--- config.mk ---
export PLATFORM = sky130hd
export DESIGN_NAME = sel_cmp
export DESIGN_NICKNAME = d
export VERILOG_FILES = /design/src/rtl/selcmp_pkg.sv /design/src/rtl/cmpBitSlice.sv /design/src/rtl/cmpCell.sv /design/src/rtl/cmpSignCtl.sv /design/src/rtl/cmpDatapath.sv /design/src/rtl/sel_cmp.sv
export SDC_FILE = /design/constraint.sdc
export NUM_CORES = 1
export LEC_CHECK = 0
export CELL_PAD_IN_SITES_DETAIL_PLACEMENT = 0
export CELL_PAD_IN_SITES_GLOBAL_PLACEMENT = 1
export CORE_UTILIZATION = 50
export DETAILED_ROUTE_END_ITERATION = 6
export DONT_BUFFER_PORTS = 1
export PLACE_DENSITY_LB_ADDON = 0.1
export SETUP_SLACK_MARGIN = 0.02
export SYNTH_ARGS = -nofsm -noshare
export SYNTH_HDL_FRONTEND = slang
export SYNTH_SLANG_ARGS = --single-unit
export TNS_END_PERCENT = 100
--- constraint.sdc ---
create_clock -name vclk -period 2.28
set_input_delay 0.228 -clock vclk [all_inputs]
set_output_delay 0.228 -clock vclk [all_outputs]
set_load 0.02 [all_outputs]
--- src/rtl/selcmp_pkg.sv ---
package selcmp_pkg;

  // Three-way ordering result
  typedef struct packed {
    logic gt;
    logic eq;
    logic lt;
  } ordFlags_t;

  // Strobes from sign control into the magnitude datapath
  typedef struct packed {
    logic forceGt;
    logic forceLt;
    logic passTree;
  } signStrobe_t;

  localparam int CELL_EQUATIONS = 0;
  localparam int CELL_RIPPLE    = 1;

endpackage

--- src/rtl/cmpBitSlice.sv ---
module cmpBitSlice (
  input  logic aBit,
  input  logic bBit,
  input  logic gtIn,
  input  logic ltIn,
  output logic gtOut,
  output logic ltOut
);
  logic same;

  // This bit decides unless it matches; a match passes the lower verdict up
  always_comb begin
    same  = ~(aBit ^ bBit);
    gtOut = (aBit & ~bBit) | (same & gtIn);
    ltOut = (~aBit & bBit) | (same & ltIn);
  end
endmodule

--- src/rtl/cmpCell.sv ---
module cmpCell
  import selcmp_pkg::*;
#(
  parameter int CELL_W     = 4,
  parameter int CELL_STYLE = CELL_EQUATIONS
) (
  input  logic [CELL_W-1:0] aNib,
  input  logic [CELL_W-1:0] bNib,
  output ordFlags_t         flags
);

  generate
    if (CELL_STYLE == CELL_RIPPLE) begin : g_ripple
      logic [CELL_W:0] gtChain;
      logic [CELL_W:0] ltChain;
      assign gtChain[0] = 1'b0;
      assign ltChain[0] = 1'b0;
      for (genvar i = 0; i < CELL_W; i++) begin : g_slice
        cmpBitSlice u_slice (
          .aBit (aNib[i]),
          .bBit (bNib[i]),
          .gtIn (gtChain[i]),
          .ltIn (ltChain[i]),
          .gtOut(gtChain[i+1]),
          .ltOut(ltChain[i+1])
        );
      end
      always_comb begin
        flags.gt = gtChain[CELL_W];
        flags.lt = ltChain[CELL_W];
        flags.eq = ~gtChain[CELL_W] & ~ltChain[CELL_W];
      end
    end else begin : g_equations
      logic [CELL_W-1:0] bitSame;
      logic              upperSame;
      logic              gtAcc;
      logic              ltAcc;
      // Flat sum of products: bit i counts only when every higher bit matches
      always_comb begin
        bitSame   = ~(aNib ^ bNib);
        upperSame = 1'b1;
        gtAcc     = 1'b0;
        ltAcc     = 1'b0;
        for (int i = CELL_W - 1; i >= 0; i--) begin
          gtAcc     = gtAcc | (upperSame & aNib[i] & ~bNib[i]);
          ltAcc     = ltAcc | (upperSame & ~aNib[i] & bNib[i]);
          upperSame = upperSame & bitSame[i];
        end
        flags.gt = gtAcc;
        flags.lt = ltAcc;
        flags.eq = &bitSame;
      end
    end
  endgenerate

endmodule

--- src/rtl/cmpSignCtl.sv ---
module cmpSignCtl
  import selcmp_pkg::*;
(
  input  logic        signedMode,
  input  logic        signA,
  input  logic        signB,
  output signStrobe_t strobe
);
  logic splitSigns;

  always_comb begin
    splitSigns      = signedMode & (signA ^ signB);
    strobe.passTree = ~splitSigns;
    strobe.forceGt  = splitSigns & ~signA;
    strobe.forceLt  = splitSigns & signA;
  end
endmodule

--- src/rtl/cmpDatapath.sv ---
module cmpDatapath
  import selcmp_pkg::*;
#(
  parameter int WIDTH      = 16,
  parameter int CELL_W     = 4,
  parameter int CELL_STYLE = CELL_EQUATIONS
) (
  input  logic [WIDTH-1:0] opA,
  input  logic [WIDTH-1:0] opB,
  input  signStrobe_t      strobe,
  output ordFlags_t        result
);
  localparam int NCELL = WIDTH / CELL_W;

  ordFlags_t cellFlags [NCELL];
  ordFlags_t treeFlags;

  // First level: one comparator cell per group
  generate
    for (genvar c = 0; c < NCELL; c++) begin : g_cell
      cmpCell #(
        .CELL_W    (CELL_W),
        .CELL_STYLE(CELL_STYLE)
      ) u_cell (
        .aNib (opA[c*CELL_W +: CELL_W]),
        .bNib (opB[c*CELL_W +: CELL_W]),
        .flags(cellFlags[c])
      );
    end
  endgenerate

  // Second level: a parallel priority compare over the group flags
  always_comb begin
    logic upperEq;
    upperEq      = 1'b1;
    treeFlags.gt = 1'b0;
    treeFlags.lt = 1'b0;
    for (int c = NCELL - 1; c >= 0; c--) begin
      treeFlags.gt = treeFlags.gt | (upperEq & cellFlags[c].gt);
      treeFlags.lt = treeFlags.lt | (upperEq & cellFlags[c].lt);
      upperEq      = upperEq & cellFlags[c].eq;
    end
    treeFlags.eq = upperEq;
  end

  // Final merge: sign strobes override the tree verdict
  always_comb begin
    result = treeFlags;
    if (!strobe.passTree) begin
      result.gt = strobe.forceGt;
      result.lt = strobe.forceLt;
      result.eq = 1'b0;
    end
  end
endmodule

--- src/rtl/sel_cmp.sv ---
module sel_cmp
  import selcmp_pkg::*;
#(
  parameter int WIDTH      = 16,
  parameter int CELL_W     = 4,
  parameter int CELL_STYLE = CELL_EQUATIONS
) (
  input  logic [WIDTH-1:0] opA,
  input  logic [WIDTH-1:0] opB,
  input  logic             signedMode,
  output logic             aGt,
  output logic             aEq,
  output logic             aLt
);
  signStrobe_t strobe;
  ordFlags_t   result;

  cmpSignCtl u_ctl (
    .signedMode(signedMode),
    .signA     (opA[WIDTH-1]),
    .signB     (opB[WIDTH-1]),
    .strobe    (strobe)
  );

  cmpDatapath #(
    .WIDTH     (WIDTH),
    .CELL_W    (CELL_W),
    .CELL_STYLE(CELL_STYLE)
  ) u_dp (
    .opA   (opA),
    .opB   (opB),
    .strobe(strobe),
    .result(result)
  );

  assign aGt = result.gt;
  assign aEq = result.eq;
  assign aLt = result.lt;
endmodule

# --- Yosys cells after proc, flatten, opt, wreduce, memory -nomap -nowiden ---
# Index checks and enable logic that the tools add are counted.
# Widths: inputs -> output; s select.
word_totals:
  ff_bits: 0
  latch_bits: 0
  mem_bits_rw: 0
  mem_bits_ro: 0
  in_bits: 33
  word_cells: 152
  mem_count: 0
classes:
  addsub: 0
  n_mul: 0
  div: 0
  order_cmp: 0
  eq_ne: 0
  n_shift: 0
  muxes: 1
  bitwise: 147
  reduce_logical: 4
ops:
  columns: ["op", "n"]
  rows:
  - ["$and 1x1->1", 76]
  - ["$not 1->1", 32]
  - ["$or 1x1->1", 30]
  - ["$not 4->4", 4]
  - ["$reduce_and 4->1", 4]
  - ["$xor 4x4->4", 4]
  - ["$mux 3", 1]
  - ["$xor 1x1->1", 1]

# --- Depth between registers and ports, before layout ---
logic_depth:
  word_depth: 12
  depth_mapped: 7

# --- By module ---
# A second synthesis with hierarchy kept.
hier_totals:
  cells_unflattened: 113
  area_unflattened_um2: 789.5
modules_own_cells:
  columns: ["module", "instances", "cells_each", "area_per_inst_um2"]
  rows:
  - ["cmpCell (u_dp.g_cell[0].u_cell ...)", 3, 24, 171.4]
  - ["cmpCell (u_dp.g_cell[3].u_cell)", 1, 24, 166.4]
  - ["cmpDatapath", 1, 12, 78.8]
  - ["cmpSignCtl", 1, 5, 30.0]

# --- Worst setup path before layout ---
# No wires, ideal clock.
synth_path:
  path_type: "in2out"
  startpoint: "input port opA[15]"
  endpoint: "output port aGt"
  arrival_ns: 1.557
  path_slack_ns: 0.495
  stages: 6
  path_cell_list: "inv_1 -> ha_1 -> nand4_2 -> nor4_4 -> a211oi_1 -> a31oi_1"
synth_between:
  elab_chain_len: 11
synth_rtl:
  columns: ["item", "line_no", "rtl"]
  rows:
  - ["start: declaration", "sel_cmp.sv:8", "input logic [WIDTH-1:0] opA,"]
  - ["$xor 4x4->4", "cmpCell.sv:40", "bitSame = ~(aNib ^ bNib);"]
  - ["$not 4->4", "cmpCell.sv:40", null]
  - ["$and 1x1->1 (on tied branches) (2 in a row)", "cmpCell.sv:45, cmpCell.sv:47", null]
  - ["$or 1x1->1 or $and 1x1->1 (tied branches) (2 in a row)", "cmpCell.sv:45", "gtAcc = gtAcc | (upperSame & aNib[i] & ~bNib[i]);"]
  - ["$or 1x1->1", "cmpCell.sv:45", null]
  - ["$or 1x1->1 (3 in a row)", "cmpDatapath.sv:39", "treeFlags.gt = treeFlags.gt | (upperEq & cellFlags[c].gt);"]
  - ["$mux 3 *", "cmpDatapath.sv:49", "if (!strobe.passTree) begin"]
  - ["end: declaration", "sel_cmp.sv:11", "output logic aGt,"]
# Mark *: on every way between the ends. The rest lies on a longest branch, timed or not.

# --- Worst setup path after layout ---
# Same ends and word-level chain as after synthesis.

==> qor.csv <==
stage,metric,value,unit
status,run_status,finished clean,
global_routing,globalRouteTotalUtil,0.1691,
sta,fmaxAchievable,0.5175,GHz
pwr,irDropWorstVdd,0.07639,mV
synth,synth.yosys.warnings,0,
sta,rsz_0062_raised_after_global_routing,no,
global_routing,first_pass_grt_wire_length,1876,microns
die,start_util,0.5682,
run,cap_viol_max_count,0,
global_routing,via_count_of_the_first_global_routing_pass,543,
die,num_rows,12,
critical_path,path_cells,"inv_1, ha_1, nand4_2, nor4_4, a211oi_1, a31oi_1",
final_layout,register_area,0,sq um
final_layout,finalCoreUtilization,0.5833,
synth,synth_area_per_cell,7.218,sq um
routing,detailroute.via_count,600,
pwr,static-leakage-power,0.0003090,uW
critical_path,cp_max_fo,5,
sta,timing.setup.tns,0,ns
clocking,cts-resized-gates,0,
die,die_h,38.25,microns
sta,slew_headroom,0.6432,
pwr,power-per-cell-area,167.9,nW/um^2
die,fp.coreArea,1156,sq um
routing,viasPerCell,5.714,
placement,place.gp.congestion,0.7116,
final_layout,flow.area_growth_from_synthesis,2.667,%
final_layout,design_area,674.4,sq um
placement,portBuffers,0,
routing,postRouteWirelength,1156,microns
routing,drt-initial-drc-count,5,
critical_path,crit_required,2.05,ns
sta,period_needed,1.932,ns
final_layout,fillCellCount,119,
final_layout,finalNetCount,134,
final_layout,multi_input_comb_area,608.1,sq um
die,design.die.area,1463,sq um
routing,detailedRoute.firstPassIterationCount,3,
synth,synthesis.instances,91,
min_path,hp-class,primary input to primary output,
global_routing,grt_max_degree,6,
critical_path,criticalPathCategory,primary input to primary output,
routing,drt.antenna.violating_nets,0,
routing,route.detailed.drc,0,
sta,tightest_slew,0.5327,ns
die,floorplan.die.width,38.25,microns
synth,synthesized_net_count,132,
synth,synth.lib_cells_used.distinct,27,
placement,dp_hpwl,1053,microns
final_layout,clockBufferCount,0,
critical_path,worst-endpoint-arrival,1.70,ns
pwr,totalPowerFinal,113.3,uW
synth,mappedNetlistArea,656.9,sq um
sta,crit_share_post_route,0.8475,
sta,slew_violations,0,
final_layout,drive_gt1_frac,0.04396,
clocking,cts_hold_repair.buffers,0,
critical_path,slowest_stage,sky130_fd_sc_hd__a31oi_1,
critical_path,path_delay_family,compound AO/OA/AOI/OAI gates,
routing,wl_per_cell,11.01,microns
global_routing,global_route.overflow_total,0,
critical_path,timing.critical_path.from_type,primary input,
final_layout,layout.sequential_cells,0,
final_layout,antenna_cells,0,
sta,hold_viol,0,
global_routing,antenna_found_initial,0,
die,boundaryPins,36,
critical_path,endpoint_kind,primary output,
clocking,cts.repair_timing.setup_buffer_count,0,
critical_path,worst-path-buf-inv,1,
sta,final-setup-viol-count,0,
placement,dpl_cell_area,674.4,sq um
synth,ys_seq_area_frac,0,
critical_path,worst_path_largest_cell_delay,0.46,ns
[cell usage in the layout (no fill, tap or decap), types with 3 or more instances in the layout]
cell type and count:
sky130_fd_sc_hd__ha_1 8, sky130_fd_sc_hd__inv_1 13, sky130_fd_sc_hd__maj3_1 3, sky130_fd_sc_hd__nand2b_1 13, sky130_fd_sc_hd__nand3_1 4, sky130_fd_sc_hd__nor2_1 4
sky130_fd_sc_hd__nor2b_1 9, sky130_fd_sc_hd__nor3_1 3, sky130_fd_sc_hd__xnor2_1 8
[Yosys cell counts (all sizes together)]
library cell   n  area share
ha             8        0.15
inv           13       0.074
nor2           4       0.023
nor3           3       0.023
o21ai          1      0.0076
a41o           2       0.030
a31oi          2       0.019
and4b          1       0.015
a221oi         2       0.027
and3           2       0.019
nor2b          9       0.086
xnor2          8        0.11
maj3           5       0.080
nor4           1       0.032
a2bb2oi        2       0.027
or2            1      0.0095
a21o           1       0.011
o211ai         1       0.011
o21bai         1       0.011
a211oi         2       0.023
nand2b        13        0.12
a22oi          1       0.011
nand4          3       0.038
nand3          4       0.030
a21oi          1      0.0076
[layout make-up]
class	instances	share of cell area
Tap cell	14	0.02597
Multi-Input combinational cell	78	0.9017
Inverter	13	0.07236
[power by group]
part	switching [uW]	internal, uW
clock	0	0
combinational	57.1	56.2
sequential	0	0
[cells by family (layout without fill, tap and decap cells)]
group                      count (synthesis)  in the layout  share of synthesized area
buffers and inverters                     13             13                    0.07429
AOI/OAI and AO/OA                         16             16                     0.1867
and+or+nand+nor                           41             41                     0.4000
adders and majority gates                 13             13                     0.2324
xor gates and xnor gates                   8              8                     0.1067
[path summary, 6_finish.rpt]
path	from	to	slack, ns	depth (start not counted)
setup / recovery	opA[15]	aGt	0.35	6
hold / removal	opA[15]	aLt	0.66	2
[per-stage QoR]
stage               worst slack [ns]  hold slack, ns  cells
floorplan                     0.4946          0.6346     91
global placement              0.3955          0.6756    105
detailed placement            0.3472          0.6604    105
CTS                           0.3395          0.6604    105
global route                  0.2185          0.6810    105
finish                        0.3477          0.6552    105
[per-layer routing]
metal / vias to the layer above / share of wire / global-route usage
met5: - / 0 / 0
met4: 0 / 0 / 0
met3: 0 / 0.080 / 0.005814
met2: 26 / 0.46 / 0.3517
met1: 252 / 0.46 / 0.1944
li1: 322 / - / -
Note: power is estimated with default switching activity, not from simulation.
